--- src/rtl/usb_reg_pkg.sv ---
package usb_reg_pkg;
  localparam int AW    = 4;
  localparam int DW    = 8;
  localparam int IDX_W = 3;
  localparam int EN_BIT = 7;

  localparam logic [AW-1:0] A_CTRL    = 4'h0;
  localparam logic [AW-1:0] A_INDEX   = 4'h1;
  localparam logic [AW-1:0] A_INCSR   = 4'h2;
  localparam logic [AW-1:0] A_OUTCSR  = 4'h3;
  localparam logic [AW-1:0] A_INMAXP  = 4'h4;
  localparam logic [AW-1:0] A_OUTMAXP = 4'h5;
  localparam logic [AW-1:0] A_WCNT    = 4'h6;
  localparam logic [AW-1:0] A_FIFO0   = 4'h8;

  // IN status: bit 0 may only be set by the CPU
  function automatic logic [DW-1:0] in_csr_wr(input logic old0, input logic [DW-1:0] wd);
    return {wd[DW-1:1], old0 | wd[0]};
  endfunction

  // OUT status: bit 0 may only be cleared by the CPU
  function automatic logic [DW-1:0] out_csr_wr(input logic old0, input logic [DW-1:0] wd);
    return {wd[DW-1:1], old0 & wd[0]};
  endfunction

  function automatic logic en_rise(input logic old_en, input logic new_en);
    return !old_en && new_en;
  endfunction
endpackage

--- src/rtl/usb_lock_timer.sv ---
module usb_lock_timer #(
  parameter int LOCK_CYC = 3
) (
  input  logic clk,
  input  logic rst_n,
  input  logic start,
  output logic busy
);
  localparam int CW = $clog2(LOCK_CYC + 1);
  logic [CW-1:0] cnt_q;

  always_ff @(posedge clk or negedge rst_n) begin
    if (!rst_n)          cnt_q <= '0;
    else if (start)      cnt_q <= CW'(LOCK_CYC);
    else if (cnt_q != 0) cnt_q <= cnt_q - 1'b1;
  end

  assign busy = (cnt_q != '0);
endmodule

--- src/rtl/usb_ep_slice.sv ---
module usb_ep_slice
  import usb_reg_pkg::*;
(
  input  logic          clk,
  input  logic          rst_n,
  input  logic          bus_rst,
  input  logic [DW-1:0] wdata,
  input  logic          wr_incsr,
  input  logic          wr_outcsr,
  input  logic          wr_inmaxp,
  input  logic          wr_outmaxp,
  input  logic          in_sent,
  input  logic          out_rcvd,
  output logic [DW-1:0] in_csr,
  output logic [DW-1:0] out_csr,
  output logic [DW-1:0] in_maxp,
  output logic [DW-1:0] out_maxp
);
  always_ff @(posedge clk or negedge rst_n) begin
    if (!rst_n) begin
      in_csr <= '0; out_csr <= '0; in_maxp <= '0; out_maxp <= '0;
    end else if (bus_rst) begin
      in_csr <= '0; out_csr <= '0; in_maxp <= '0; out_maxp <= '0;
    end else begin
      if (wr_incsr)   in_csr   <= in_csr_wr(in_csr[0], wdata);
      if (in_sent)    in_csr[0] <= 1'b0;   // hardware wins over CPU set
      if (wr_outcsr)  out_csr  <= out_csr_wr(out_csr[0], wdata);
      if (out_rcvd)   out_csr[0] <= 1'b1;  // hardware wins over CPU clear
      if (wr_inmaxp)  in_maxp  <= wdata;
      if (wr_outmaxp) out_maxp <= wdata;
    end
  end
endmodule

--- src/rtl/usb_epreg_bank.sv ---
module usb_epreg_bank
  import usb_reg_pkg::*;
#(
  parameter int NUM_EP   = 5,
  parameter int LOCK_CYC = 3
) (
  input  logic                 clk,
  input  logic                 rst_n,
  input  logic                 bus_rst,
  input  logic [AW-1:0]        cpu_addr,
  input  logic                 cpu_wr,
  input  logic                 cpu_rd,
  input  logic [DW-1:0]        cpu_wdata,
  output logic [DW-1:0]        cpu_rdata,
  input  logic [NUM_EP-1:0]    ep_in_sent,
  input  logic [NUM_EP-1:0]    ep_out_rcvd,
  input  logic [NUM_EP*DW-1:0] ep_out_count,
  input  logic [NUM_EP*DW-1:0] fifo_rdata,
  output logic [NUM_EP-1:0]    fifo_wr,
  output logic [NUM_EP-1:0]    fifo_rd,
  output logic                 usb_en,
  output logic                 reg_busy,
  output logic [NUM_EP-1:0]    in_rdy,
  output logic [NUM_EP-1:0]    out_rdy
);
  logic [DW-1:0]    ctrl_q;
  logic [IDX_W-1:0] idx_q;

  // named events for the checker
  logic ctl_wr, enable_rise, wr_ok, idx_valid;
  logic [NUM_EP-1:0] ep_sel, fifo_hit;

  logic [DW-1:0] in_csr_a  [NUM_EP];
  logic [DW-1:0] out_csr_a [NUM_EP];
  logic [DW-1:0] in_mx_a   [NUM_EP];
  logic [DW-1:0] out_mx_a  [NUM_EP];

  assign ctl_wr      = cpu_wr && (cpu_addr == A_CTRL);
  assign enable_rise = ctl_wr && en_rise(ctrl_q[EN_BIT], cpu_wdata[EN_BIT]);
  assign wr_ok       = cpu_wr && !reg_busy;
  assign idx_valid   = int'(idx_q) < NUM_EP;
  assign usb_en      = ctrl_q[EN_BIT];

  // control register: system reset only
  always_ff @(posedge clk or negedge rst_n) begin
    if (!rst_n)      ctrl_q <= '0;
    else if (ctl_wr) ctrl_q <= cpu_wdata;
  end

  always_ff @(posedge clk or negedge rst_n) begin
    if (!rst_n)       idx_q <= '0;
    else if (bus_rst) idx_q <= '0;
    else if (wr_ok && cpu_addr == A_INDEX) idx_q <= cpu_wdata[IDX_W-1:0];
  end

  usb_lock_timer #(.LOCK_CYC(LOCK_CYC)) u_lock (
    .clk   (clk),
    .rst_n (rst_n),
    .start (enable_rise),
    .busy  (reg_busy)
  );

  for (genvar e = 0; e < NUM_EP; e++) begin : g_ep
    assign ep_sel[e]   = idx_valid && (idx_q == IDX_W'(e));
    assign fifo_hit[e] = (cpu_addr == AW'(int'(A_FIFO0) + e));
    assign fifo_wr[e]  = cpu_wr && !reg_busy && fifo_hit[e];
    assign fifo_rd[e]  = cpu_rd && !reg_busy && fifo_hit[e];

    usb_ep_slice u_slice (
      .clk        (clk),
      .rst_n      (rst_n),
      .bus_rst    (bus_rst),
      .wdata      (cpu_wdata),
      .wr_incsr   (wr_ok && ep_sel[e] && cpu_addr == A_INCSR),
      .wr_outcsr  (wr_ok && ep_sel[e] && cpu_addr == A_OUTCSR),
      .wr_inmaxp  (wr_ok && ep_sel[e] && cpu_addr == A_INMAXP),
      .wr_outmaxp (wr_ok && ep_sel[e] && cpu_addr == A_OUTMAXP),
      .in_sent    (ep_in_sent[e]),
      .out_rcvd   (ep_out_rcvd[e]),
      .in_csr     (in_csr_a[e]),
      .out_csr    (out_csr_a[e]),
      .in_maxp    (in_mx_a[e]),
      .out_maxp   (out_mx_a[e])
    );

    assign in_rdy[e]  = in_csr_a[e][0];
    assign out_rdy[e] = out_csr_a[e][0];
  end

  // read path
  logic [DW-1:0] rd_val, w_incsr, w_outcsr, w_inmx, w_outmx, w_cnt;

  always_comb begin
    w_incsr = '0; w_outcsr = '0; w_inmx = '0; w_outmx = '0; w_cnt = '0;
    for (int e = 0; e < NUM_EP; e++) begin
      if (ep_sel[e]) begin
        w_incsr  = in_csr_a[e];
        w_outcsr = out_csr_a[e];
        w_inmx   = in_mx_a[e];
        w_outmx  = out_mx_a[e];
        w_cnt    = ep_out_count[e*DW +: DW];
      end
    end
    rd_val = '0;
    case (cpu_addr)
      A_CTRL:    rd_val = ctrl_q;
      A_INDEX:   rd_val = DW'(idx_q);
      A_INCSR:   rd_val = w_incsr;
      A_OUTCSR:  rd_val = w_outcsr;
      A_INMAXP:  rd_val = w_inmx;
      A_OUTMAXP: rd_val = w_outmx;
      A_WCNT:    rd_val = w_cnt;
      default:   rd_val = '0;
    endcase
    for (int e = 0; e < NUM_EP; e++) begin
      if (fifo_hit[e]) rd_val = fifo_rdata[e*DW +: DW];
    end
  end

  assign cpu_rdata = (!cpu_rd || (reg_busy && cpu_addr != A_CTRL)) ? '0 : rd_val;
endmodule

--- config.mk ---
export PLATFORM = sky130hd
export DESIGN_NAME = usb_epreg_bank
export DESIGN_NICKNAME = d
export VERILOG_FILES = /design/src/rtl/usb_reg_pkg.sv /design/src/rtl/usb_lock_timer.sv /design/src/rtl/usb_ep_slice.sv /design/src/rtl/usb_epreg_bank.sv
export SDC_FILE = /design/constraint.sdc
export NUM_CORES = 1
export LEC_CHECK = 0
export BUFFER_PORTS_ARGS = -buffer_cell sky130_fd_sc_hd__clkbuf_2
export CORE_MARGIN = 2
export CORE_UTILIZATION = 50
export CTS_BUF_LIST = sky130_fd_sc_hd__clkbuf_8
export DETAILED_ROUTE_END_ITERATION = 12
export PLACE_DENSITY = 0.81
export SKIP_LAST_GASP = 1
export SLEW_MARGIN = 20
export SYNTH_ARGS = -nofsm -noshare
export SYNTH_HDL_FRONTEND = slang
export SYNTH_SLANG_ARGS = --single-unit
export TNS_END_PERCENT = 1
--- constraint.sdc ---
create_clock -name clk -period 2.5 [get_ports clk]
set_input_delay 0 -clock clk [delete_from_list [all_inputs] [get_ports clk]]
set_output_delay 0 -clock clk [all_outputs]
set_load 0.05 [all_outputs]
==> flow_metrics.py <==
metrics = {
    "status": {
        "status": "finished with violations",
        "violations": "setup timing",
    },
    "timing": {
        "hold_violations": 0,
        "max_freq_ghz": 0.364,
        "finalSetupViolations": 11,
        "finalWorstSetupSlack_ns": -0.245,
        "finalClockSkew_ns": 0.0148,
        "min_period_over_period_pct": 110,
        "period_minus_slack_ns": 2.75,
        "max_slew_margin_pct": 53.3,
        "drv_slew": 0,
        "worstMarginPinSlew_ns": 0.701,
        "rsz0062_at_grt": "yes",
    },
    "clock_network": {
        "clk_pin_slew_worst_paths_ns": 0.09,
        "cts_buffer_depth": 2,
        "cts_tree": "yes",
        "clock_sinks": 173,
        "cts_htree_levels": 4,
        "clk_latency_ns": 0.49,
        "cts_buffers": 17,
        "root_buffer": "clkbuf_8",
    },
    "grt": {
        "track_usage_pct": 31.4,
        "antenna_found_initial": 0,
        "grt_max_degree": 75,
        "grt_overflow_total": 0,
        "grt_pass1_vias": 9466,
        "grt_first_pass_wirelength_mm": 52.6,
    },
    "place": {
        "placedCellCount": 1445,
        "gp_congestion": 0.949,
        "dp_hpwl_mm": 22.1,
        "dp_slack_ns": 0.198,
        "port_buffers": 136,
    },
    "floorplanning": {
        "die_area_mm2": 0.0211,
        "core_mm2": 0.0195,
        "die_h_um": 145,
        "ios": 137,
        "fp.dieW_um": 145,
        "num_rows": 51,
        "start_util_pct": 51.1,
    },
    "final_layout": {
        "final_nets": 1328,
        "area_growth_syn_to_layout_pct": 18.0,
        "final_util_pct": 60.3,
        "layout-drive-gt1-share_pct": 23.4,
        "n_antenna_cell": 0,
        "layout.cells.non_filler": 1498,
    },
    "synthesis": {
        "yosysTopAreaCellShare_pct": 43.4,
        "synth_ff_type": "dfrtp_1",
        "avgSynthCellArea_um2": 8.96,
        "synth_area_mm2": 0.00997,
        "synth.area.top_cells": "dfrtp_1 43%, mux2i_1 9.3%, a21oi_1 7.3%",
        "synth_seq_cells": 173,
        "synth_fp_nets": 1221,
        "syn_inst": 1113,
        "ys_warn_count": 0,
        "synth-edff-count": 0,
        "synth_area_leader_cell": "dfrtp_1",
        "yosysSeqAreaShare_pct": 43.4,
        "postSynth.asyncResetShare_pct": 100,
        "synth_cell_type_count": 67,
    },
    "critical_path": {
        "worstPathArrival_ns": 2.75,
        "reg2reg_depth": 7,
        "critPathMaxFanout": 7,
        "endpoint_kind": "output port",
        "critPathLaunchType": "flop",
        "required_ns": 2.50,
        "crit_type": "reg -> out",
    },
    "run": {
        "drv_cap": 0,
    },
    "pwr": {
        "p_sw_mw": 1.82,
        "power_frac_clock_pct": 36.4,
        "sw_frac_of_total_pct": 29.5,
        "p_leak_nw": 4.85,
        "p_seq_share_pct": 46.7,
        "comb_power_share_pct": 16.9,
        "p_int_mw": 4.36,
        "ir_drop_v": 0.000370,
        "power_density_mw_per_mm2": 526,
        "power_mw": 6.18,
    },
    "drt": {
        "routed_wl_mm": 32.8,
        "wl_per_cell_um": 21.9,
        "viasPerCell": 6.37,
        "dr.pass1.iters": 5,
        "vias": 9537,
        "ant_nets": 0,
        "remaining_drc_errors": 0,
        "drt_iter0_drc": 1156,
    },
    "worst_hold_path": {
        "holdPathStages": 2,
        "min_path_type": "in -> reg",
    },
}
repair_timing:
action / CTS / global route
buffers inserted: 6 / 0
gates cloned: 1 / 0
endpoints found under the setup margin: 8 / 26
hold buffers: 14 / 0
endpoints found under the hold margin: 185 / 0
pin swaps: 3 / 2
gates resized for setup: 14 / 4
sequential cells by signal, indices dropped and copies added (netlist names):
signal,cells
g_ep.u_slice.out_maxp,40
g_ep.u_slice.in_csr,40
g_ep.u_slice.in_maxp,40
g_ep.u_slice.out_csr,40
idx_q,3
ctrl_q,8
u_lock.cnt_q,2
per-stage QoR:
stage	TNS (ns)	instance area [um2]	hold WS, ns
4_1_cts	-1.37	11700	0.0520
3_3_place_gp	0	11000	-0.0622
6_report	-1.55	11800	0.0669
5_1_grt	-3.02	11800	0.0746
2_1_floorplan	0	9970	-0.296
3_5_place_dp	0	11000	-0.0610
power groups by stage:
stage | clock network [mW] | logic, mW | registers [mW]
finish | 2.25 | 1.04 | 2.89
CTS | 2.26 | 1.03 | 2.89
global route | 2.38 | 1.12 | 2.90
detailed placement | 0 | 0.994 | 2.95
floorplan | 0 | 0.593 | 2.95
global placement | 0 | 0.986 | 2.94
cell usage in the layout, fill, tap and decap left out, drive strengths merged, types with 5 or more instances in the layout:
master,n
a211oi,6
a21oi,145
clkbuf,145
nor2,91
mux2,16
dlygate4sd3,13
nor3,20
nand2,144
nor3b,5
buf,64
o22ai,23
inv,17
mux4,8
a21o,7
o221ai,7
a22oi,6
nand2b,16
mux2i,93
dfrtp,173
o21ai,78
a22o,6
a31oi,7
nand3,64
nor2b,5
or2,5
synth_stat cells (all sizes together), types with 2 or more instances:
| cell | count |
|---|---|
| a211o | 2 |
| a211oi | 6 |
| a21o | 7 |
| a21oi | 145 |
| a221oi | 3 |
| a222oi | 3 |
| a22o | 6 |
| a22oi | 6 |
| a2bb2oi | 3 |
| a31oi | 7 |
| buf | 60 |
| clkbuf | 57 |
| dfrtp | 173 |
| inv | 12 |
| mux2 | 16 |
| mux2i | 93 |
| mux4 | 8 |
| nand2 | 144 |
| nand2b | 16 |
| nand3 | 64 |
| nand3b | 3 |
| nand4b | 2 |
| nor2 | 91 |
| nor2b | 5 |
| nor3 | 20 |
| nor3b | 5 |
| nor4 | 3 |
| nor4b | 2 |
| o211ai | 4 |
| o21a | 4 |
| o21ai | 78 |
| o21bai | 2 |
| o221a | 4 |
| o221ai | 7 |
| o22a | 2 |
| o22ai | 23 |
| o2bb2ai | 3 |
| or2 | 5 |
| or3 | 2 |
| or3b | 4 |
critical path: stages (launching register included):
cell and delay, ns:
dfrtp_4 0.49, buf_16 0.16, buf_4 0.15, mux4_2 0.51
a22o_1 0.21, a221oi_2 0.38, a31oi_2 0.18, buf_12 0.19
cell families after synthesis:
logic type / Yosys count / share of synthesized area [%]
compound gates: 323 / 19.0
xor+xnor: 1 / 0.0878
fa+ha+maj: 1 / 0.125
buf+inv: 129 / 6.17
flops: 173 / 43.4
mux: 117 / 12.9
simple gates: 369 / 18.2
area by class of cell:
type                            instances  area (um2)
Fill cell                            1628        7760
Multi-Input combinational cell        811        5110
Sequential cell                       173        4330
Timing Repair Buffer                  205        1500
Tap cell                              265         332
Clock buffer                           18         248
Clock inverter                         14         206
Inverter                               12        45.0
final timing paths:
kind | start | end | slack [ns]
worst max-delay path | idx_q[0] | cpu_rdata[5] | -0.25
worst min-delay path | bus_rst | g_ep[4].u_slice.out_maxp[4] | 0.07
worst max register to register | idx_q[0] | g_ep[0].u_slice.in_maxp[1] | -0.04
worst min register to register | ctrl_q[6] | ctrl_q[6] | 0.51
max in group asynchronous | rst_n | g_ep[4].u_slice.in_csr[5] | 1.31
min in group asynchronous | rst_n | g_ep[3].u_slice.in_maxp[7] | 0.44
layer usage:
layer / GRT usage, % / wire length (um)
met1: 40.6 / 12400
met2: 48.3 / 14900
met3: 8.33 / 3640
met4: 17.2 / 1890
met5: 0 / 0
Power figures use the tool's default switching activity.
